==> config.mk <==
export PLATFORM = sky130hd
export DESIGN_NAME = dadj_unit
export DESIGN_NICKNAME = d
export VERILOG_FILES = /design/src/rtl/dadj_pkg.sv /design/src/rtl/dadj_ascii.sv /design/src/rtl/dadj_packed.sv /design/src/rtl/dadj_conv.sv /design/src/rtl/dadj_unit.sv
export SDC_FILE = /design/constraint.sdc
export NUM_CORES = 1
export LEC_CHECK = 0
export CORE_MARGIN = 4
export CORE_UTILIZATION = 35
export CTS_CLUSTER_SIZE = 10
export DETAILED_ROUTE_END_ITERATION = 7
export PLACE_DENSITY = 0.62
export SYNTH_ARGS = -nofsm -noshare
export SYNTH_HDL_FRONTEND = slang
export SYNTH_SLANG_ARGS = --single-unit
==> constraint.sdc <==
create_clock -name clk -period 6.9 [get_ports clk]
set_input_delay 1.38 -clock clk [delete_from_list [all_inputs] [get_ports clk]]
set_output_delay 1.38 -clock clk [all_outputs]
set_load 0.01 [all_outputs]
==> src/rtl/dadj_pkg.sv <==
package dadj_pkg;
   localparam int DADJ_BYTE_W = 8;

   typedef enum logic [2:0] {
      DA_ASC_ADD   = 3'd0,
      DA_ASC_SUB   = 3'd1,
      DA_BIN_SPLIT = 3'd2,
      DA_BIN_FOLD  = 3'd3,
      DA_PK_ADD    = 3'd4,
      DA_PK_SUB    = 3'd5,
      DA_PASS_A    = 3'd6,
      DA_PASS_B    = 3'd7
   } dadj_op_e;

   typedef struct packed {
      logic [DADJ_BYTE_W-1:0] hi;
      logic [DADJ_BYTE_W-1:0] lo;
      logic                   af;
      logic                   cf;
   } dadj_res_t;
endpackage

==> src/rtl/dadj_ascii.sv <==
module dadj_ascii #(
   parameter int DIGIT_W  = 4,
   parameter bit SUBTRACT = 1'b0
) (
   input  logic [2*DIGIT_W-1:0] hi_i,
   input  logic [2*DIGIT_W-1:0] lo_i,
   input  logic                 af_i,
   output logic [2*DIGIT_W-1:0] hi_o,
   output logic [2*DIGIT_W-1:0] lo_o,
   output logic                 fire_o
);
   localparam int              BW   = 2 * DIGIT_W;
   localparam logic [DIGIT_W-1:0] MAXD = DIGIT_W'(9);
   localparam logic [BW-1:0]   SIX  = BW'(6);
   localparam logic [BW-1:0]   ONE  = BW'(1);

   initial assert (DIGIT_W == 4) else $error("dadj_ascii: DIGIT_W must be 4");

   logic [BW-1:0] lo_adj, hi_adj, lo_sel;

   assign fire_o = (lo_i[DIGIT_W-1:0] > MAXD) | af_i;

   generate
      if (SUBTRACT) begin : g_sub
         assign lo_adj = lo_i - SIX;
         assign hi_adj = hi_i - ONE;
      end else begin : g_add
         assign lo_adj = lo_i + SIX;
         assign hi_adj = hi_i + ONE;
      end
   endgenerate

   assign lo_sel = fire_o ? lo_adj : lo_i;
   assign lo_o   = {{DIGIT_W{1'b0}}, lo_sel[DIGIT_W-1:0]};
   assign hi_o   = fire_o ? hi_adj : hi_i;
endmodule

==> src/rtl/dadj_packed.sv <==
module dadj_packed #(
   parameter int DIGIT_W  = 4,
   parameter bit SUBTRACT = 1'b0
) (
   input  logic [2*DIGIT_W-1:0] lo_i,
   input  logic                 af_i,
   input  logic                 cf_i,
   output logic [2*DIGIT_W-1:0] lo_o,
   output logic                 af_o,
   output logic                 cf_o
);
   localparam int                 BW     = 2 * DIGIT_W;
   localparam logic [DIGIT_W-1:0] MAXD   = DIGIT_W'(9);
   localparam logic [BW-1:0]      MAXB   = {MAXD, MAXD};
   localparam logic [BW-1:0]      LO_FIX = BW'(6);
   localparam logic [BW-1:0]      HI_FIX = LO_FIX << DIGIT_W;

   initial assert (DIGIT_W == 4) else $error("dadj_packed: DIGIT_W must be 4");

   logic [BW-1:0] step1;

   assign af_o = (lo_i[DIGIT_W-1:0] > MAXD) | af_i;
   assign cf_o = (lo_i > MAXB) | cf_i;

   generate
      if (SUBTRACT) begin : g_sub
         assign step1 = af_o ? (lo_i - LO_FIX) : lo_i;
         assign lo_o  = cf_o ? (step1 - HI_FIX) : step1;
      end else begin : g_add
         assign step1 = af_o ? (lo_i + LO_FIX) : lo_i;
         assign lo_o  = cf_o ? (step1 + HI_FIX) : step1;
      end
   endgenerate
endmodule

==> src/rtl/dadj_conv.sv <==
module dadj_conv #(
   parameter int DIGIT_W = 4
) (
   input  logic [2*DIGIT_W-1:0] hi_i,
   input  logic [2*DIGIT_W-1:0] lo_i,
   output logic [2*DIGIT_W-1:0] split_hi_o,
   output logic [2*DIGIT_W-1:0] split_lo_o,
   output logic [2*DIGIT_W-1:0] fold_lo_o
);
   localparam int            BW   = 2 * DIGIT_W;
   localparam logic [BW-1:0] TEN  = BW'(10);

   initial assert (DIGIT_W == 4) else $error("dadj_conv: DIGIT_W must be 4");

   logic [2*BW-1:0] fold_wide;

   assign split_hi_o = lo_i / TEN;
   assign split_lo_o = lo_i % TEN;
   assign fold_wide  = ({{BW{1'b0}}, hi_i} * {{BW{1'b0}}, TEN}) + {{BW{1'b0}}, lo_i};
   assign fold_lo_o  = fold_wide[BW-1:0];
endmodule

==> src/rtl/dadj_unit.sv <==
module dadj_unit #(
   parameter int DIGIT_W = 4,
   parameter bit OUT_REG = 1'b1
) (
   input  logic                 clk,
   input  logic                 rst_n,
   input  logic [2:0]           op_in,
   input  logic [2*DIGIT_W-1:0] hi_in,
   input  logic [2*DIGIT_W-1:0] lo_in,
   input  logic                 af_in,
   input  logic                 cf_in,
   output logic [2*DIGIT_W-1:0] hi_out,
   output logic [2*DIGIT_W-1:0] lo_out,
   output logic                 af_out,
   output logic                 cf_out,
   output logic                 zf_out,
   output logic                 sf_out,
   output logic                 pf_out
);
   import dadj_pkg::*;

   localparam int BW = 2 * DIGIT_W;

   initial assert (BW == DADJ_BYTE_W) else $error("dadj_unit: byte width mismatch");

   logic [BW-1:0] aa_hi, aa_lo, as_hi, as_lo;
   logic          aa_fire, as_fire;
   logic [BW-1:0] pa_lo, ps_lo;
   logic          pa_af, pa_cf, ps_af, ps_cf;
   logic [BW-1:0] sp_hi, sp_lo, fd_lo;

   dadj_ascii #(.DIGIT_W(DIGIT_W), .SUBTRACT(1'b0)) u_asc_add (
      .hi_i(hi_in), .lo_i(lo_in), .af_i(af_in),
      .hi_o(aa_hi), .lo_o(aa_lo), .fire_o(aa_fire));

   dadj_ascii #(.DIGIT_W(DIGIT_W), .SUBTRACT(1'b1)) u_asc_sub (
      .hi_i(hi_in), .lo_i(lo_in), .af_i(af_in),
      .hi_o(as_hi), .lo_o(as_lo), .fire_o(as_fire));

   dadj_packed #(.DIGIT_W(DIGIT_W), .SUBTRACT(1'b0)) u_pk_add (
      .lo_i(lo_in), .af_i(af_in), .cf_i(cf_in),
      .lo_o(pa_lo), .af_o(pa_af), .cf_o(pa_cf));

   dadj_packed #(.DIGIT_W(DIGIT_W), .SUBTRACT(1'b1)) u_pk_sub (
      .lo_i(lo_in), .af_i(af_in), .cf_i(cf_in),
      .lo_o(ps_lo), .af_o(ps_af), .cf_o(ps_cf));

   dadj_conv #(.DIGIT_W(DIGIT_W)) u_conv (
      .hi_i(hi_in), .lo_i(lo_in),
      .split_hi_o(sp_hi), .split_lo_o(sp_lo), .fold_lo_o(fd_lo));

   dadj_res_t nxt;

   always_comb begin
      nxt = '{hi: hi_in, lo: lo_in, af: af_in, cf: cf_in};
      case (dadj_op_e'(op_in))
         DA_ASC_ADD:   nxt = '{hi: aa_hi, lo: aa_lo, af: aa_fire, cf: aa_fire};
         DA_ASC_SUB:   nxt = '{hi: as_hi, lo: as_lo, af: as_fire, cf: as_fire};
         DA_BIN_SPLIT: nxt = '{hi: sp_hi, lo: sp_lo, af: 1'b0, cf: 1'b0};
         DA_BIN_FOLD:  nxt = '{hi: '0, lo: fd_lo, af: 1'b0, cf: 1'b0};
         DA_PK_ADD:    nxt = '{hi: hi_in, lo: pa_lo, af: pa_af, cf: pa_cf};
         DA_PK_SUB:    nxt = '{hi: hi_in, lo: ps_lo, af: ps_af, cf: ps_cf};
         default:      nxt = '{hi: hi_in, lo: lo_in, af: af_in, cf: cf_in};
      endcase
   end

   logic nxt_zf, nxt_sf, nxt_pf;
   assign nxt_zf = (nxt.lo == '0);
   assign nxt_sf = nxt.lo[BW-1];
   assign nxt_pf = ~^nxt.lo;

   generate
      if (OUT_REG) begin : g_reg
         always_ff @(posedge clk) begin
            if (!rst_n) begin
               hi_out <= '0;
               lo_out <= '0;
               af_out <= 1'b0;
               cf_out <= 1'b0;
               zf_out <= 1'b0;
               sf_out <= 1'b0;
               pf_out <= 1'b0;
            end else begin
               hi_out <= nxt.hi;
               lo_out <= nxt.lo;
               af_out <= nxt.af;
               cf_out <= nxt.cf;
               zf_out <= nxt_zf;
               sf_out <= nxt_sf;
               pf_out <= nxt_pf;
            end
         end

         AST_RESET_ZERO: assert property (@(posedge clk)
            $past(!rst_n) |-> (hi_out == '0 && lo_out == '0 && !af_out && !cf_out));
         AST_UNPACKED_TOP_CLEAR: assert property (@(posedge clk) disable iff (!rst_n)
            ($past(rst_n) && ($past(op_in) == 3'd0 || $past(op_in) == 3'd1))
            |-> (lo_out[BW-1:DIGIT_W] == '0 && af_out == cf_out));
         AST_SPLIT_DIGIT: assert property (@(posedge clk) disable iff (!rst_n)
            ($past(rst_n) && $past(op_in) == 3'd2) |-> (lo_out < BW'(10) && !af_out && !cf_out));
         AST_FOLD_HI_ZERO: assert property (@(posedge clk) disable iff (!rst_n)
            ($past(rst_n) && $past(op_in) == 3'd3) |-> (hi_out == '0));
         AST_PACKED_HI_KEEP: assert property (@(posedge clk) disable iff (!rst_n)
            ($past(rst_n) && ($past(op_in) == 3'd4 || $past(op_in) == 3'd5))
            |-> (hi_out == $past(hi_in)));
         AST_PASS_KEEP: assert property (@(posedge clk) disable iff (!rst_n)
            ($past(rst_n) && $past(op_in) >= 3'd6)
            |-> (lo_out == $past(lo_in) && cf_out == $past(cf_in)));
         AST_ZERO_FLAG: assert property (@(posedge clk) disable iff (!rst_n)
            zf_out |-> (lo_out == '0 && !sf_out && pf_out));
      end else begin : g_comb
         assign hi_out = nxt.hi;
         assign lo_out = nxt.lo;
         assign af_out = nxt.af;
         assign cf_out = nxt.cf;
         assign zf_out = nxt_zf;
         assign sf_out = nxt_sf;
         assign pf_out = nxt_pf;
      end
   endgenerate
endmodule

==> reports/summary.txt, run 1 <==
Peak supply drop -> 0.0000467 V
Clock root buffer -> clkbuf_8
Post-synthesis register bit count -> 20
Top cell type's share of synthesized area -> 12.5%
Hold WC Path Type -> in -> reg
CTS H-Tree Depth -> 1
Pwr dens -> 137 nW/um^2
Most numerous cell in the Yosys netlist -> nor2_1
Die area -> 10800 um^2
Initial DRT Pass Iterations -> 5
Vias after detailed routing -> 3323
Post-synth top area cell -> dfxtp_1
Initial DRC count -> 338
Placed Cells -> 553
Final hold slack -> 1.80 ns
DRC violations left -> 0
Most frequent cell on the critical path -> nor2_1
FMAX -> 179 MHz
Core area -> 8850 um^2
Vias per cell -> 5.98
CP required -> 7.03 ns
CTS sink count -> 20
Layout area overhead -> 15.5%
Detailed Route WL -> 9500 um
Die X -> 104 um
Top layer in use -> met4
Clk buf depth -> 2
Gr usage total -> 17.2%
Post-CTS Setup Bufs -> 0
# IOs -> 44
Unrepaired setup endpoints after global routing -> false
Post-DP HPWL -> 7380 um
Max-Cap Viols -> 0
Overflow after GRT -> 0
Syn Nets -> 473
Ys async rst share -> 0%
Clock-pin slew on the worst setup and hold paths -> 0.06 ns
Largest net degree at the start of global routing -> 32
CP max FO -> 19
# hold bufs at CTS -> 0
Antenna Cells -> 0
Initial antenna violation count -> 0
Final Cycle Share -> 81.0%
Starting density of the core -> 36.3%
Worst-Margin Slew -> 0.760 ns
Non-Filler Instances -> 556
Arr. time, crit path -> 5.72 ns
Post-detailed-route wirelength per cell -> 17.1 um
Die height -> 104 um
Setup TNS Final -> 0 ns
Syn avg cell area -> 7.62 um^2
Max-slew violations -> 0
Nets -> 501
Final setup fails -> 0
Crit Path Class -> in -> reg
CP Launch Type -> input pin
Fin. Hold Viols -> 0
Met3 WL -> 677 um
Synth cell types -> 83
Met2 wire len -> 4000 um
Total CTS buffers -> 3
Post-cts gate resize count -> 0
Slowest Stage Delay on Critical Path -> 0.88 ns
Final Total Pwr -> 0.507 mW
Register area share after synthesis -> 12.5%
Std-Cell Rows -> 34
Critical path endpoint category -> register
Top_reg_cell synth -> dfxtp_1
Fill count -> 928
DRT antenna net count -> 0
Fin crit period -> 5.59 ns
Status -> completed
Vias in the first global route -> 2979
I/O Buffers -> 43
Met1 Routed Length -> 4780 um
Final GP Congestion -> 0.895
CTS tree -> yes
Ranking of synthesized cells by area -> dfxtp_1 12%, ha_1 10%, a21oi_1 5.9%
Crit path cell chain -> clkdlybuf4s50_1 -> nor2_1 -> a31o_2 -> or4b_1 -> a21oi_1 -> nor2_1 -> ha_1 -> or4_1 -> a31oi_1 -> o211ai_2 -> o21a_1 -> ha_1 -> xnor2_1 -> xnor2_1 -> nor2_1
Top cells by count, synth -> 49 x nor2_1, 38 x a21oi_1, 26 x ha_1
Synthesized instance count -> 422
Layout cells sized above 1 -> 8.93%
Static leakage -> 1.44 nW
EDFF count, synth -> 0
Crit-path slowest cell -> clkdlybuf4s50_1
First-pass GRT wire length -> 15900 um
Relative slew slack -> 49.2%
Synthesis Warnings -> 0
Netlist Area Pre-Place -> 3210 um^2
[path summary, 6_finish.rpt]
path	startpoint	endpoint	slack [ns]	cells after the start
worst min-delay path	lo_in[0]	lo_out[0]	1.80	3
worst max-delay path	lo_in[7]	pf_out	1.31	15
[cell families (layout without fill, tap and decap cells)]
kind of cell	after synthesis	count (layout)	synth area share, %
compound gates	146	146	32.9
xor+xnor	28	28	7.63
fa+ha+maj	28	28	11.4
buf+inv	51	77	8.33
flops	20	20	12.5
mux	10	10	4.05
simple gates	139	139	23.3
[where the power goes]
group          total (mW)  switching, mW  internal, mW
Sequential          0.130        0.00296         0.127
Clock              0.0729         0.0341        0.0388
Combinational       0.304          0.168         0.136
[cell usage in the layout, fill, tap and decap left out, drive strengths merged, types with 5 or more instances in the layout]
cell / n
o21ai: 26
nand3: 7
clkdlybuf4s50: 43
ha: 26
nand4: 5
buf: 11
nand2: 21
or3: 5
xor2: 9
nor2: 49
o211ai: 8
inv: 18
a31oi: 9
xnor2: 19
nor3: 10
mux2i: 8
a2111oi: 5
dfxtp: 20
o221ai: 7
nand2b: 10
o211a: 5
a21oi: 38
a22oi: 5
[state kept, by name, summed over array words and instances, names as in the netlist]
register / flops
af_out: 1
cf_out: 1
hi_out: 8
lo_out: 8
pf_out: 1
zf_out: 1
[cell type report]
cell class	count	area (um^2)	share of cell area [%]
multi-input combinational	351	2550	68.6
sequential	20	400	10.8
timing repair buffer	54	513	13.8
clock buffer	3	41.3	1.11
inverter	20	75.1	2.02
tap	108	135	3.64
[through the flow]
stage | setup WS (ns) | utilization, % | area (um^2)
after detailed placement | 1.09 | 41.5 | 3670
after CTS | 1.34 | 41.9 | 3710
after floorplan | 1.97 | - | 3210
final | 1.31 | 41.9 | 3710
after global placement | 1.21 | 41.5 | 3670
after global routing | 0.911 | 41.9 | 3710
[worst max-delay path: cells and delay by family]
kind | cells | cell delay (ns)
buffers and inverters | 1 | 0.88
xor gates and xnor gates | 2 | 0.33
and+or+nand+nor | 5 | 1.54
AOI/OAI and AO/OA | 5 | 1.11
adders and majority gates | 2 | 0.48
[layer usage]
| layer | vias up | track usage (%) |
|---|---|---|
| met2 | 134 | 24.2 |
| met4 | 0 | 2.28 |
| met5 | - | 0 |
| met1 | 1546 | 28.1 |
| met3 | 4 | 1.87 |
| li1 | 1639 | - |
No activity file was read; power rests on OpenSTA's default activity.
==> run 2, diff against run 1 <==
PLACE_DENSITY = 0.64   (was 0.62)
clock period = 4.6 ns   (was 6.9 ns; I/O delays follow)
==> run 2 against run 1 <==
Sequential power grew 50%. Count of clock-buffer cells in the layout is the same. Combinational power grew 72%. Clock power grew 54%. Sequential share of layout area shrank 1.2 points. Critical path type unchanged. Wire length grew 7.9%. Flip-flop and latch count is the same. Highest routed layer unchanged. Non-clock buffer count grew 55. First-iteration DRC count shrank 5.9%. Core utilization grew 5.2 points. Via count grew 6.7%. Critical path depth grew 1.
==> reports/summary.txt, run 2 (synthesis gave the netlist of run 1 again) <==
Largest net degree at the start of global routing -> 22 (was 32)
DP Worst Slack -> -0.285 ns (was 1.09 ns)
Initial DRT Pass Iterations -> 5 (unchanged)
Final hold slack -> 1.34 ns (was 1.80 ns)
Initial antenna violation count -> 0 (unchanged)
Total CTS buffers -> 3 (unchanged)
Fill count -> 876 (was 928)
Layout cells sized above 1 -> 19.5% (was 8.93%)
Clock root buffer -> clkbuf_8 (unchanged)
I/O Buffers -> 43 (unchanged)
Max-slew violations -> 0 (unchanged)
Critical path endpoint category -> register (unchanged)
Fin crit period -> 4.43 ns
Std-Cell Rows -> 34 (unchanged)
CTS tree -> yes (unchanged)
Peak supply drop -> 0.000100 V (was 0.0000467 V)
Initial DRC count -> 318 (was 338)
Unrepaired setup endpoints after global routing -> false (unchanged)
Vias in the first global route -> 3341 (was 2979)
Max-Cap Viols -> 0 (unchanged)
Antenna Cells -> 0 (unchanged)
Hold Crit Start -> hi_in[7] (was lo_in[0])
Area of the multi-input gates -> 2580 um^2 (was 2550 um^2)
Relative slew slack -> 60.9% (was 49.2%)
Worst setup margin -> 0.173 ns (was 1.31 ns)
Clk buf depth -> 2 (unchanged)
Clock-pin slew on the worst setup and hold paths -> 0.07 ns (was 0.06 ns)
Post-detailed-route wirelength per cell -> 16.8 um (was 17.1 um)
Reg area -> 400 um^2 (unchanged)
Vias after detailed routing -> 3544 (was 3323)
First-pass GRT wire length -> 16900 um (was 15900 um)
Most common cell after layout, fill and taps aside -> buf_4 (was nor2_1)
Slowest Stage Delay on Critical Path -> 0.52 ns (was 0.88 ns)
Die X -> 104 um (unchanged)
Die area -> 10800 um^2 (unchanged)
Static leakage -> 1.74 nW (was 1.44 nW)
Worst setup path startpoint -> lo_in[4] (was lo_in[7])
Worst-Margin Slew -> 0.585 ns (was 0.760 ns)
Post-DP HPWL -> 8090 um (was 7380 um)
Core area -> 8850 um^2 (unchanged)
Status -> completed (unchanged)
CP delay by family, top -> simple AND/OR/NAND/NOR gates (unchanged)
# IOs -> 44 (unchanged)
Crit-path slowest cell -> or4_1 (was clkdlybuf4s50_1)
FMAX -> 226 MHz
CTS sink count -> 20 (unchanged)
DRC violations left -> 0 (unchanged)
Final setup fails -> 0 (unchanged)
CP max FO -> 6 (was 19)
Fin. Hold Viols -> 0 (unchanged)
Detailed Route WL -> 10300 um (was 9500 um)
Cell Area, Placed -> 4080 um^2 (was 3670 um^2)
Most frequent cells in the layout -> 65 x buf_4, 49 x nor2_1, 40 x clkdlybuf4s50_1 (was 49 x nor2_1, 43 x clkdlybuf4s50_1, 38 x a21oi_1)
Final Util -> 47.1% (was 41.9%)
Vias per cell -> 5.80 (was 5.98)
CTS H-Tree Depth -> 1 (unchanged)
DRT antenna net count -> 0 (unchanged)
Top flop regs -> hi_out: 8 flops, lo_out: 8 flops (unchanged)
Hold WC Path Type -> in -> reg (unchanged)
CP Launch Type -> input pin (unchanged)
Die height -> 104 um (unchanged)
Final GP Congestion -> 0.910 (was 0.895)
Final Total Pwr -> 0.829 mW (was 0.507 mW)
Arr. time, crit path -> 4.55 ns (was 5.72 ns)
Buffers & Inverters on Critical Path -> 1 (unchanged)
CP required -> 4.72 ns (was 7.03 ns)
Gr usage total -> 18.5% (was 17.2%)
Finished layout cell area -> 4170 um^2 (was 3710 um^2)
Overflow after GRT -> 0 (unchanged)
Starting density of the core -> 36.3% (unchanged)
Crit Path Class -> in -> reg (unchanged)
Layout area overhead -> 29.7% (was 15.5%)
Crit path cell chain -> clkdlybuf4s50_1 -> nand2b_1 -> a21oi_1 -> or3_1 -> o22a_2 -> a21oi_2 -> nor2_1 -> ha_1 -> or4_1 -> and3b_1 -> o211ai_2 -> o21a_1 -> ha_1 -> xnor2_1 -> xnor2_1 -> nor2_1 (was clkdlybuf4s50_1 -> nor2_1 -> a31o_2 -> or4b_1 -> a21oi_1 -> nor2_1 -> ha_1 -> or4_1 -> a31oi_1 -> o211ai_2 -> o21a_1 -> ha_1 -> xnor2_1 -> xnor2_1 -> nor2_1)
Final Cycle Share -> 96.2%
Nets -> 556 (was 501)
Pwr dens -> 199 nW/um^2 (was 137 nW/um^2)
run 2: cell count changes in the layout (fill, tap and decap cells not counted):
cell             previous run  this run
a2111oi_2                   3         1
a2111oi_4                   0         2
a21oi_1                    38        37
a21oi_2                     0         1
buf_4                      11        65
buf_6                       0         1
clkdlybuf4s50_1            43        40
dlygate4sd2_1               0         1
dlymetal6s2s_1              0         2
nor4_1                      4         3
nor4_2                      0         1
or4b_1                      2         1
or4b_4                      0         1
run 2: path summary, 6_finish.rpt:
kind	depth (start not counted)	to
worst max-delay path	16	pf_out
worst min-delay path	3	hi_out[7]
run 2: layout make-up:
cell class	instances	share of cell area [%]
Clock buffer	3	0.990
Inverter	20	1.80
Multi-Input combinational cell	351	62.0
Sequential cell	20	9.60
Tap cell	108	3.24
Timing Repair Buffer	109	22.4
run 2: report_power, final:
part	internal [mW]	switching, mW	leakage [nW]
clock network	0.0582	0.0539	0.0216
logic	0.255	0.268	1.55
registers	0.191	0.00453	0.166
run 2: repair_timing:
action | 4_1_cts | 5_1_grt
hold buffers | 0 | 0
endpoints found under the setup margin | 1 | 1
buffers inserted | 0 | 1
gates resized for setup | 1 | 8
pin swaps | 1 | 0
run 2: metal layers:
layer	share of wire [%]	vias to the layer above	global-route usage (%)
met3	7.6	6	2.55
met4	0.86	0	4.84
met1	47	1633	26.5
met5	0	-	0
met2	45	167	29.2
li1	-	1738	-
run 2: through the flow:
stage / setup TNS, ns / instances
detailed placement: -0.285 / 607
CTS: 0 / 610
floorplan: 0 / 422
finish: 0 / 611
global placement: -0.128 / 607
global route: 0 / 611
